$ cat src/rtl/irrx_pkg.sv
package irrx_pkg;
   localparam logic [2:0] OFS_STAT = 3'd0;
   localparam logic [2:0] OFS_DATA = 3'd1;
   localparam logic [2:0] OFS_TXC  = 3'd2;
   localparam logic [2:0] OFS_TXD  = 3'd3;
   localparam logic [2:0] OFS_CTRL = 3'd4;

   localparam int ST_RX  = 0;
   localparam int ST_TO  = 1;
   localparam int ST_IEN = 7;

   // tick length in microseconds for each resolution code
   function automatic int unsigned res_us(input logic [1:0] sel);
      case (sel)
         2'd0:    return 50;
         2'd1:    return 1;
         2'd2:    return 25;
         default: return 100;
      endcase
   endfunction
endpackage

$ cat src/rtl/irrx_tick_gen.sv
module irrx_tick_gen #(
   parameter int CLK_PER_US = 100
) (
   input  logic       clk,
   input  logic       rst_n,
   input  logic [1:0] res_sel,
   output logic       tick
);
   import irrx_pkg::*;
   localparam int MAX_PER = CLK_PER_US * 100;
   localparam int CW      = $clog2(MAX_PER + 1);

   logic [CW-1:0] cnt_q;
   logic [CW-1:0] per_m1;

   always_comb per_m1 = CW'(CLK_PER_US * res_us(res_sel) - 1);

   assign tick = (cnt_q >= per_m1);

   always_ff @(posedge clk or negedge rst_n) begin
      if (!rst_n)    cnt_q <= '0;
      else if (tick) cnt_q <= '0;
      else           cnt_q <= cnt_q + 1'b1;
   end
endmodule

$ cat src/rtl/irrx_run_enc.sv
module irrx_run_enc #(
   parameter int SYNC_STAGES = 2,
   parameter int CNT_W       = 7,
   parameter int TO_W        = 6
) (
   input  logic             clk,
   input  logic             rst_n,
   input  logic             ir_in,
   input  logic             tick,
   input  logic [TO_W-1:0]  to_lim,
   output logic             push,
   output logic [CNT_W:0]   push_data,
   output logic             to_evt
);
   localparam logic [CNT_W-1:0] RUN_MAX = '1;

   logic [SYNC_STAGES-1:0] sync_q;
   logic                   smp;

   generate
      if (SYNC_STAGES == 1) begin : g_sync1
         always_ff @(posedge clk or negedge rst_n) begin
            if (!rst_n) sync_q <= '0;
            else        sync_q <= ir_in;
         end
      end else begin : g_syncn
         always_ff @(posedge clk or negedge rst_n) begin
            if (!rst_n) sync_q <= '0;
            else        sync_q <= {sync_q[SYNC_STAGES-2:0], ir_in};
         end
      end
   endgenerate

   assign smp = sync_q[SYNC_STAGES-1];

   logic             active_q, lvl_q;
   logic [CNT_W-1:0] cnt_q;
   logic [CNT_W:0]   nxt;
   logic             to_hit;
   logic [CNT_W-1:0] to_len;

   assign nxt    = {1'b0, cnt_q} + 1'b1;
   assign to_hit = (to_lim >= TO_W'(2)) && (nxt >= (CNT_W+1)'(to_lim));
   assign to_len = (cnt_q == RUN_MAX) ? RUN_MAX : nxt[CNT_W-1:0];

   always_ff @(posedge clk or negedge rst_n) begin
      if (!rst_n) begin
         active_q  <= 1'b0;
         lvl_q     <= 1'b0;
         cnt_q     <= '0;
         push      <= 1'b0;
         push_data <= '0;
         to_evt    <= 1'b0;
      end else begin
         push   <= 1'b0;
         to_evt <= 1'b0;
         if (tick) begin
            if (!active_q) begin
               if (smp) begin
                  active_q <= 1'b1;
                  lvl_q    <= 1'b1;
                  cnt_q    <= CNT_W'(1);
               end
            end else if (smp == lvl_q) begin
               if (!lvl_q && to_hit) begin
                  push      <= 1'b1;
                  push_data <= {1'b0, to_len};
                  to_evt    <= 1'b1;
                  active_q  <= 1'b0;
                  cnt_q     <= '0;
               end else if (cnt_q == RUN_MAX) begin
                  push      <= 1'b1;
                  push_data <= {lvl_q, RUN_MAX};
                  cnt_q     <= CNT_W'(1);
               end else begin
                  cnt_q <= nxt[CNT_W-1:0];
               end
            end else begin
               push      <= 1'b1;
               push_data <= {lvl_q, cnt_q};
               lvl_q     <= smp;
               cnt_q     <= CNT_W'(1);
            end
         end
      end
   end
endmodule

$ cat src/rtl/irrx_fifo.sv
module irrx_fifo #(
   parameter int W     = 8,
   parameter int DEPTH = 32
) (
   input  logic                         clk,
   input  logic                         rst_n,
   input  logic                         push,
   input  logic [W-1:0]                 wdata,
   input  logic                         pop,
   output logic [W-1:0]                 head,
   output logic [$clog2(DEPTH+1)-1:0]   count,
   output logic                         full
);
   localparam int AW = $clog2(DEPTH);
   localparam int CW = $clog2(DEPTH + 1);

   logic [W-1:0]  mem [DEPTH];
   logic [AW-1:0] wp_q, rp_q;
   logic          do_push, do_pop;

   assign full    = (count == CW'(DEPTH));
   assign do_push = push && !full;
   assign do_pop  = pop && (count != '0);
   assign head    = mem[rp_q];

   always_ff @(posedge clk) begin
      if (do_push) mem[wp_q] <= wdata;
   end

   always_ff @(posedge clk or negedge rst_n) begin
      if (!rst_n) begin
         wp_q  <= '0;
         rp_q  <= '0;
         count <= '0;
      end else begin
         if (do_push) wp_q <= wp_q + 1'b1;
         if (do_pop)  rp_q <= rp_q + 1'b1;
         case ({do_push, do_pop})
            2'b10:   count <= count + 1'b1;
            2'b01:   count <= count - 1'b1;
            default: count <= count;
         endcase
      end
   end
endmodule

$ cat src/rtl/irrx_regs.sv
module irrx_regs #(
   parameter int          TO_W   = 6,
   parameter int          FCW    = 6,
   parameter int          HDR_W  = 7,
   parameter logic [TO_W-1:0] TO_DEF = 6'd20
) (
   input  logic             clk,
   input  logic             rst_n,
   input  logic             reg_wr,
   input  logic             reg_rd,
   input  logic [2:0]       reg_addr,
   input  logic [7:0]       reg_wdata,
   output logic [7:0]       reg_rdata,
   output logic             irq,
   output logic [1:0]       res_sel,
   output logic [TO_W-1:0]  to_lim,
   input  logic             push_ok,
   input  logic             to_evt,
   input  logic [FCW-1:0]   fifo_count,
   input  logic [7:0]       fifo_head,
   output logic             fifo_pop
);
   import irrx_pkg::*;

   logic             ien_q, rx_q, to_q;
   logic [7:0]       ctrl_q;
   logic [HDR_W-1:0] remain_q;
   logic             wr_stat, rd_data;

   assign wr_stat  = reg_wr && (reg_addr == OFS_STAT);
   assign rd_data  = reg_rd && (reg_addr == OFS_DATA);
   assign fifo_pop = rd_data && (remain_q != '0);
   assign res_sel  = ctrl_q[1:0];
   assign to_lim   = ctrl_q[7:2];
   assign irq      = ien_q && (rx_q || to_q);

   always_comb begin
      case (reg_addr)
         OFS_STAT: reg_rdata = {ien_q, 5'b0, to_q, rx_q};
         OFS_DATA: reg_rdata = (remain_q == '0) ? {1'b0, HDR_W'(fifo_count)} : fifo_head;
         OFS_CTRL: reg_rdata = ctrl_q;
         default:  reg_rdata = 8'h00;
      endcase
   end

   always_ff @(posedge clk or negedge rst_n) begin
      if (!rst_n) begin
         ien_q    <= 1'b0;
         rx_q     <= 1'b0;
         to_q     <= 1'b0;
         ctrl_q   <= {TO_DEF, 2'b00};
         remain_q <= '0;
      end else begin
         if (wr_stat) ien_q <= reg_wdata[ST_IEN];
         rx_q <= push_ok || (rx_q && !(wr_stat && reg_wdata[ST_RX]));
         to_q <= to_evt  || (to_q && !(wr_stat && reg_wdata[ST_TO]));
         if (reg_wr && reg_addr == OFS_CTRL) ctrl_q <= reg_wdata;
         if (rd_data) begin
            if (remain_q == '0) remain_q <= HDR_W'(fifo_count);
            else                remain_q <= remain_q - 1'b1;
         end
      end
   end
endmodule

$ cat src/rtl/irrx_sampler.sv
module irrx_sampler #(
   parameter int CLK_PER_US  = 100,
   parameter int FIFO_DEPTH  = 32,
   parameter int SYNC_STAGES = 2,
   parameter int TO_DEFAULT  = 20
) (
   input  logic       clk,
   input  logic       rst_n,
   input  logic       ir_in,
   input  logic       reg_wr,
   input  logic       reg_rd,
   input  logic [2:0] reg_addr,
   input  logic [7:0] reg_wdata,
   output logic [7:0] reg_rdata,
   output logic       irq
);
   localparam int CNT_W = 7;
   localparam int TO_W  = 6;
   localparam int FCW   = $clog2(FIFO_DEPTH + 1);

   generate
      if (FIFO_DEPTH < 2 || FIFO_DEPTH > 127 || (FIFO_DEPTH & (FIFO_DEPTH - 1)) != 0) begin : g_bad_depth
         $error("FIFO_DEPTH must be a power of two from 2 to 64");
      end
      if (SYNC_STAGES < 1) begin : g_bad_sync
         $error("SYNC_STAGES must be at least 1");
      end
      if (TO_DEFAULT < 0 || TO_DEFAULT > 63) begin : g_bad_to
         $error("TO_DEFAULT must fit the 6-bit gap limit field");
      end
      if (CLK_PER_US < 1) begin : g_bad_clk
         $error("CLK_PER_US must be at least 1");
      end
   endgenerate

   logic             tick;
   logic [1:0]       res_sel;
   logic [TO_W-1:0]  to_lim;
   logic             enc_push, enc_to;
   logic [CNT_W:0]   enc_data;
   logic             fifo_pop, fifo_full;
   logic [FCW-1:0]   fifo_count;
   logic [7:0]       fifo_head;
   logic             push_ok;

   assign push_ok = enc_push && !fifo_full;

   irrx_tick_gen #(.CLK_PER_US(CLK_PER_US)) u_tick (
      .clk(clk), .rst_n(rst_n), .res_sel(res_sel), .tick(tick)
   );

   irrx_run_enc #(.SYNC_STAGES(SYNC_STAGES), .CNT_W(CNT_W), .TO_W(TO_W)) u_enc (
      .clk(clk), .rst_n(rst_n), .ir_in(ir_in), .tick(tick), .to_lim(to_lim),
      .push(enc_push), .push_data(enc_data), .to_evt(enc_to)
   );

   irrx_fifo #(.W(CNT_W + 1), .DEPTH(FIFO_DEPTH)) u_fifo (
      .clk(clk), .rst_n(rst_n), .push(enc_push), .wdata(enc_data), .pop(fifo_pop),
      .head(fifo_head), .count(fifo_count), .full(fifo_full)
   );

   irrx_regs #(.TO_W(TO_W), .FCW(FCW), .HDR_W(CNT_W), .TO_DEF(TO_W'(TO_DEFAULT))) u_regs (
      .clk(clk), .rst_n(rst_n), .reg_wr(reg_wr), .reg_rd(reg_rd), .reg_addr(reg_addr),
      .reg_wdata(reg_wdata), .reg_rdata(reg_rdata), .irq(irq), .res_sel(res_sel),
      .to_lim(to_lim), .push_ok(push_ok), .to_evt(enc_to), .fifo_count(fifo_count),
      .fifo_head(fifo_head), .fifo_pop(fifo_pop)
   );
endmodule

$ cat config.mk
export PLATFORM = sky130hd
export DESIGN_NAME = irrx_sampler
export DESIGN_NICKNAME = d
export VERILOG_FILES = /design/src/rtl/irrx_pkg.sv /design/src/rtl/irrx_tick_gen.sv /design/src/rtl/irrx_run_enc.sv /design/src/rtl/irrx_fifo.sv /design/src/rtl/irrx_regs.sv /design/src/rtl/irrx_sampler.sv
export SDC_FILE = /design/constraint.sdc
export NUM_CORES = 1
export LEC_CHECK = 0
export ABC_AREA = 1
export ABC_CLOCK_PERIOD_IN_PS = 3930
export BUFFER_PORTS_ARGS = -buffer_cell sky130_fd_sc_hd__buf_2
export CORE_MARGIN = 2
export CORE_UTILIZATION = 40
export CTS_CLUSTER_DIAMETER = 150
export DETAILED_ROUTE_END_ITERATION = 10
export GPL_ROUTABILITY_DRIVEN = 0
export PLACE_DENSITY = 0.62
export SYNTH_ARGS = -nofsm -noshare
export SYNTH_HDL_FRONTEND = slang
export SYNTH_SLANG_ARGS = --single-unit
$ cat constraint.sdc
create_clock -name clk -period 3.93 [get_ports clk]
set_input_delay 0.786 -clock clk [delete_from_list [all_inputs] [get_ports clk]]
set_output_delay 0.786 -clock clk [all_outputs]
set_load 0.03 [all_outputs]
==> flow_summary.html <==
<table>
<tr><th>Metric</th><th>Value</th></tr>
<tr><th colspan="2">Synthesis</th></tr>
<tr><td>Top FF cell, synth</td><td>sky130_fd_sc_hd__edfxtp_1</td></tr>
<tr><td>Distinct cell type count of the synthesized netlist</td><td>44</td></tr>
<tr><td>Mean post-synth cell area</td><td>11.1 um^2</td></tr>
<tr><td>Area fraction of the dominant cell type after synthesis</td><td>53.7%</td></tr>
<tr><td>Total standard cell area after synthesis</td><td>0.0143 mm^2</td></tr>
<tr><td>Fraction of synthesis flops using an asynchronous set or reset pin</td><td>21.2%</td></tr>
<tr><td>#FFs+latches synth</td><td>325</td></tr>
<tr><td>Sequential area share after synthesis</td><td>65.7%</td></tr>
<tr><td>Cell count after synthesis</td><td>1296</td></tr>
<tr><td>Cell types occupying the most area after synthesis</td><td>sky130_fd_sc_hd__edfxtp_1, sky130_fd_sc_hd__dfrtp_1, sky130_fd_sc_hd__nor2_1</td></tr>
<tr><td>Syn Nets</td><td>1350</td></tr>
<tr><td>Yosys warning total</td><td>0</td></tr>
<tr><td>Largest area contributor in the synthesized netlist</td><td>sky130_fd_sc_hd__edfxtp_1</td></tr>
<tr><td>Number of enable-type register cells in the synthesized netlist</td><td>256</td></tr>
<tr><td>Cell with the most instances after synthesis</td><td>sky130_fd_sc_hd__edfxtp_1</td></tr>
<tr><td>Most used standard cells in the synthesized netlist</td><td>sky130_fd_sc_hd__edfxtp_1, sky130_fd_sc_hd__nor2_1, sky130_fd_sc_hd__nand2_1, sky130_fd_sc_hd__o21ai_0, sky130_fd_sc_hd__inv_1</td></tr>
<tr><th colspan="2">Die</th></tr>
<tr><td>Area enclosed by the die boundary</td><td>0.0373 mm^2</td></tr>
<tr><td># rows</td><td>69</td></tr>
<tr><td>Core outline area</td><td>0.0354 mm^2</td></tr>
<tr><td>Count of pins on the block boundary</td><td>25</td></tr>
<tr><td>Starting density of the core</td><td>40.5%</td></tr>
<tr><td>Width of the chip</td><td>193 um</td></tr>
<tr><td>Die Y</td><td>193 um</td></tr>
<tr><th colspan="2">Finish</th></tr>
<tr><td>Post-synthesis to final-layout area growth</td><td>13.1%</td></tr>
<tr><td>Finished Layout Cells</td><td>1807</td></tr>
<tr><td>Share of the core filled with cells</td><td>45.8%</td></tr>
<tr><td>Count of inserted antenna diode cells</td><td>0</td></tr>
<tr><td>Final #Nets</td><td>1374</td></tr>
<tr><td>Fill count</td><td>3214</td></tr>
<tr><td>Fraction of layout instances using a drive strength above 1</td><td>10.4%</td></tr>
<tr><th colspan="2">Clock tree</th></tr>
<tr><td>CTS tree</td><td>built</td></tr>
<tr><td>CTS H-Tree Depth</td><td>2</td></tr>
<tr><td>Clock transition time at the flip-flop clock pins of the worst setup and hold paths</td><td>60 ps</td></tr>
<tr><td>Maximum clock path buffer count</td><td>3</td></tr>
<tr><td>Count of cells resized by post-cts repair</td><td>0</td></tr>
<tr><td>TritonCTS buffer count</td><td>35</td></tr>
<tr><td>Hold-fix buffers, CTS</td><td>0</td></tr>
<tr><td>Latest clock arrival within the worst-skew pair</td><td>530 ps</td></tr>
<tr><td>Total number of clock tree sinks</td><td>325</td></tr>
<tr><td>Post-CTS repair timing setup buffer count</td><td>0</td></tr>
<tr><td>Buffer cell driving the clock tree root</td><td>sky130_fd_sc_hd__clkbuf_16</td></tr>
<tr><th colspan="2">Global route</th></tr>
<tr><td>Grt total ovfl</td><td>0</td></tr>
<tr><td>Number of antenna violations at the first check in global routing</td><td>0</td></tr>
<tr><td>Vias in the first global route</td><td>9405</td></tr>
<tr><td>Largest net degree at the start of global routing</td><td>132</td></tr>
<tr><td>Total global-route track usage</td><td>17.7%</td></tr>
<tr><td>First-pass GRT wire length</td><td>52.5 mm</td></tr>
<tr><th colspan="2">STA</th></tr>
<tr><td>Final total negative setup slack</td><td>0 ps</td></tr>
<tr><td>Slew @ Worst Pin</td><td>1230 ps</td></tr>
<tr><td>Pins over their slew limit</td><td>0</td></tr>
<tr><td>Highest Clock Rate</td><td>278 MHz</td></tr>
<tr><td>Final Hold Fails</td><td>0</td></tr>
<tr><td>Slew Limit Headroom</td><td>18.1%</td></tr>
<tr><td>Setup repair after global routing missed its margin</td><td>no</td></tr>
<tr><td>Number of setup violations in the final report</td><td>0</td></tr>
<tr><td>Part of the cycle the worst path needs</td><td>91.7%</td></tr>
<tr><td>Layout Skew</td><td>26.4 ps</td></tr>
<tr><td>Crit path time final</td><td>3600 ps</td></tr>
<tr><th colspan="2">Detailed routing</th></tr>
<tr><td>DRT Pass-1 Iters</td><td>5</td></tr>
<tr><td>Max Used Layer</td><td>met4</td></tr>
<tr><td>Met3 WL</td><td>1.66 mm</td></tr>
<tr><td>Wire length on met1</td><td>14.8 mm</td></tr>
<tr><td>Via-per-instance ratio</td><td>5.41</td></tr>
<tr><td>Number of violations reported at the end of detailed-routing iteration 0</td><td>875</td></tr>
<tr><td>Aggregate routed wire length</td><td>33.2 mm</td></tr>
<tr><td>Wire length per cell after detailed routing</td><td>18.4 um</td></tr>
<tr><td>Antenna violation net count after detailed routing</td><td>0</td></tr>
<tr><td>DR vias</td><td>9781</td></tr>
<tr><td>Residual DRC</td><td>0</td></tr>
<tr><td>Detailed route wirelength on metal2</td><td>15.8 mm</td></tr>
<tr><th colspan="2">Placed design</th></tr>
<tr><td>Count of buffers inserted at the top-level ports</td><td>24</td></tr>
<tr><td>Number of placed cells counting well taps</td><td>1744</td></tr>
<tr><td>Half-perimeter wire length of the detailed placement result</td><td>20.5 mm</td></tr>
<tr><th colspan="2">Power</th></tr>
<tr><td>Power density cells</td><td>629 mW/mm^2</td></tr>
<tr><td>Leakage component of the power</td><td>5.48 nW</td></tr>
<tr><td>Worst IR Drop VDD</td><td>0.459 mV</td></tr>
<tr><th colspan="2">Worst hold path</th></tr>
<tr><td>Class of the tightest hold or removal check</td><td>reg2reg</td></tr>
<tr><th colspan="2">Worst setup path</th></tr>
<tr><td>Startpoint of the most critical register-to-register path</td><td>u_regs.remain_q[0]</td></tr>
<tr><td>Largest fanout on the critical path</td><td>27</td></tr>
<tr><td>Data required time of the worst path</td><td>3140 ps</td></tr>
<tr><td>Startpoint-to-endpoint class of the critical path</td><td>reg2out</td></tr>
<tr><td>Capture point of the worst reg-to-reg path</td><td>u_fifo.count[5]</td></tr>
<tr><td>End point of the critical path</td><td>reg_rdata[2]</td></tr>
<tr><td>CP Data Arrival Time</td><td>2820 ps</td></tr>
<tr><td>Worst-case register-to-register setup slack</td><td>930 ps</td></tr>
<tr><td>Critical Path Start Type</td><td>register</td></tr>
<tr><td>Critical Path End Type</td><td>primary output</td></tr>
<tr><td>Worst-case reg-to-reg path depth</td><td>18</td></tr>
<tr><td>Critical path launch point</td><td>u_fifo.rp_q[0]</td></tr>
<tr><th colspan="2">Job</th></tr>
<tr><td>Max-Cap Viols</td><td>0</td></tr>
<tr><th colspan="2">Status</th></tr>
<tr><td>Result of the run</td><td>finished, final reports clean</td></tr>
</table>
[stage by stage]
stage / power [mW] / hold WS (ps) / setup WS [ps] / cell area (um^2)
finish: 10.2 / 355 / 328 / 16200
global route: 10.7 / 370 / 176 / 16200
CTS: 10.2 / 356 / 307 / 16200
detailed placement: 6.77 / 344 / 595 / 15000
global placement: 6.74 / 343 / 649 / 15000
floorplan: 5.89 / 331 / 1010 / 14300
[cells in the final DEF (no fill, tap or decap), types with 35 or more instances in the layout]
cell type,n
sky130_fd_sc_hd__ha_1,37
sky130_fd_sc_hd__edfxtp_1,256
sky130_fd_sc_hd__o21ai_1,41
sky130_fd_sc_hd__clkbuf_16,35
sky130_fd_sc_hd__o21ai_0,122
sky130_fd_sc_hd__inv_1,75
sky130_fd_sc_hd__nand3_1,47
sky130_fd_sc_hd__dfrtp_1,65
sky130_fd_sc_hd__nand2_1,163
sky130_fd_sc_hd__nor2_1,231
sky130_fd_sc_hd__o22ai_1,38
[metal layers]
layer / vias up / global-route usage, %
li1: 4623 / -
met1: 4821 / 24.3
met2: 272 / 28.9
met3: 65 / 2.44
met4: 0 / 6.19
met5: - / 0
[how the worst min path moves through the flow]
stage	from	end	slack [ps]	cells after the start
6_report	u_enc.sync_q[0]	u_enc.sync_q[1]	350	0
3_3_place_gp	u_enc.sync_q[0]	u_enc.sync_q[1]	340	0
3_5_place_dp	u_enc.sync_q[0]	u_enc.sync_q[1]	340	0
4_1_cts	u_enc.sync_q[0]	u_enc.sync_q[1]	360	0
5_1_grt	ir_in	u_enc.sync_q[0]	370	1
2_1_floorplan	u_enc.sync_q[0]	u_enc.sync_q[1]	330	0
[critical path: stages (launching register included)]
cell,delay [ps]
sky130_fd_sc_hd__dfrtp_4,430
sky130_fd_sc_hd__clkinv_2,240
sky130_fd_sc_hd__buf_4,340
sky130_fd_sc_hd__o21ai_0,230
sky130_fd_sc_hd__o21ai_1,100
sky130_fd_sc_hd__o211ai_1,310
sky130_fd_sc_hd__nand4_1,240
sky130_fd_sc_hd__nand3_1,140
sky130_fd_sc_hd__nand2_1,70
sky130_fd_sc_hd__buf_2,180
[where the power goes]
part,leakage (nW),internal (mW),total (mW),switching [mW]
logic,2.20,0.785,2.60,1.82
clock network,0.599,2.12,3.48,1.36
registers,2.68,3.87,4.10,0.229
[flip-flops by register name, indices dropped and copies added (netlist names)]
register,flops
u_fifo.mem,256
u_tick.cnt_q,14
u_enc.push_data,8
u_regs.ctrl_q,8
u_enc.cnt_q,7
u_regs.remain_q,7
u_fifo.count,6
u_fifo.rp_q,5
u_fifo.wp_q,5
u_enc.sync_q,2
u_enc.active_q,1
u_enc.lvl_q,1
u_enc.push,1
u_enc.to_evt,1
u_regs.ien_q,1
u_regs.rx_q,1
u_regs.to_q,1
[final cells by class]
cell class / count / area [um^2] / area share, %
flip-flops and latches: 325 / 9420 / 58.2
inverters: 88 / 332 / 2.05
repair buffers: 43 / 300 / 1.85
clock buffers: 38 / 897 / 5.54
multi-input cells: 827 / 4340 / 26.8
clock inverters: 25 / 327 / 2.02
well taps: 461 / 577 / 3.56
[cells by family (layout without fill, tap and decap cells)]
kind of cell | count (synthesis) | in the layout | synth area share, %
and+or+nand+nor | 496 | 496 | 14.8
muxes | 1 | 1 | 0.0786
xor gates and xnor gates | 16 | 16 | 0.978
DFF | 325 | 325 | 65.7
AOI/OAI and AO/OA | 276 | 276 | 11.1
buffers and inverters | 144 | 194 | 3.94
adders and majority gates | 38 | 38 | 3.37
Note: power is estimated with default switching activity, not from simulation.
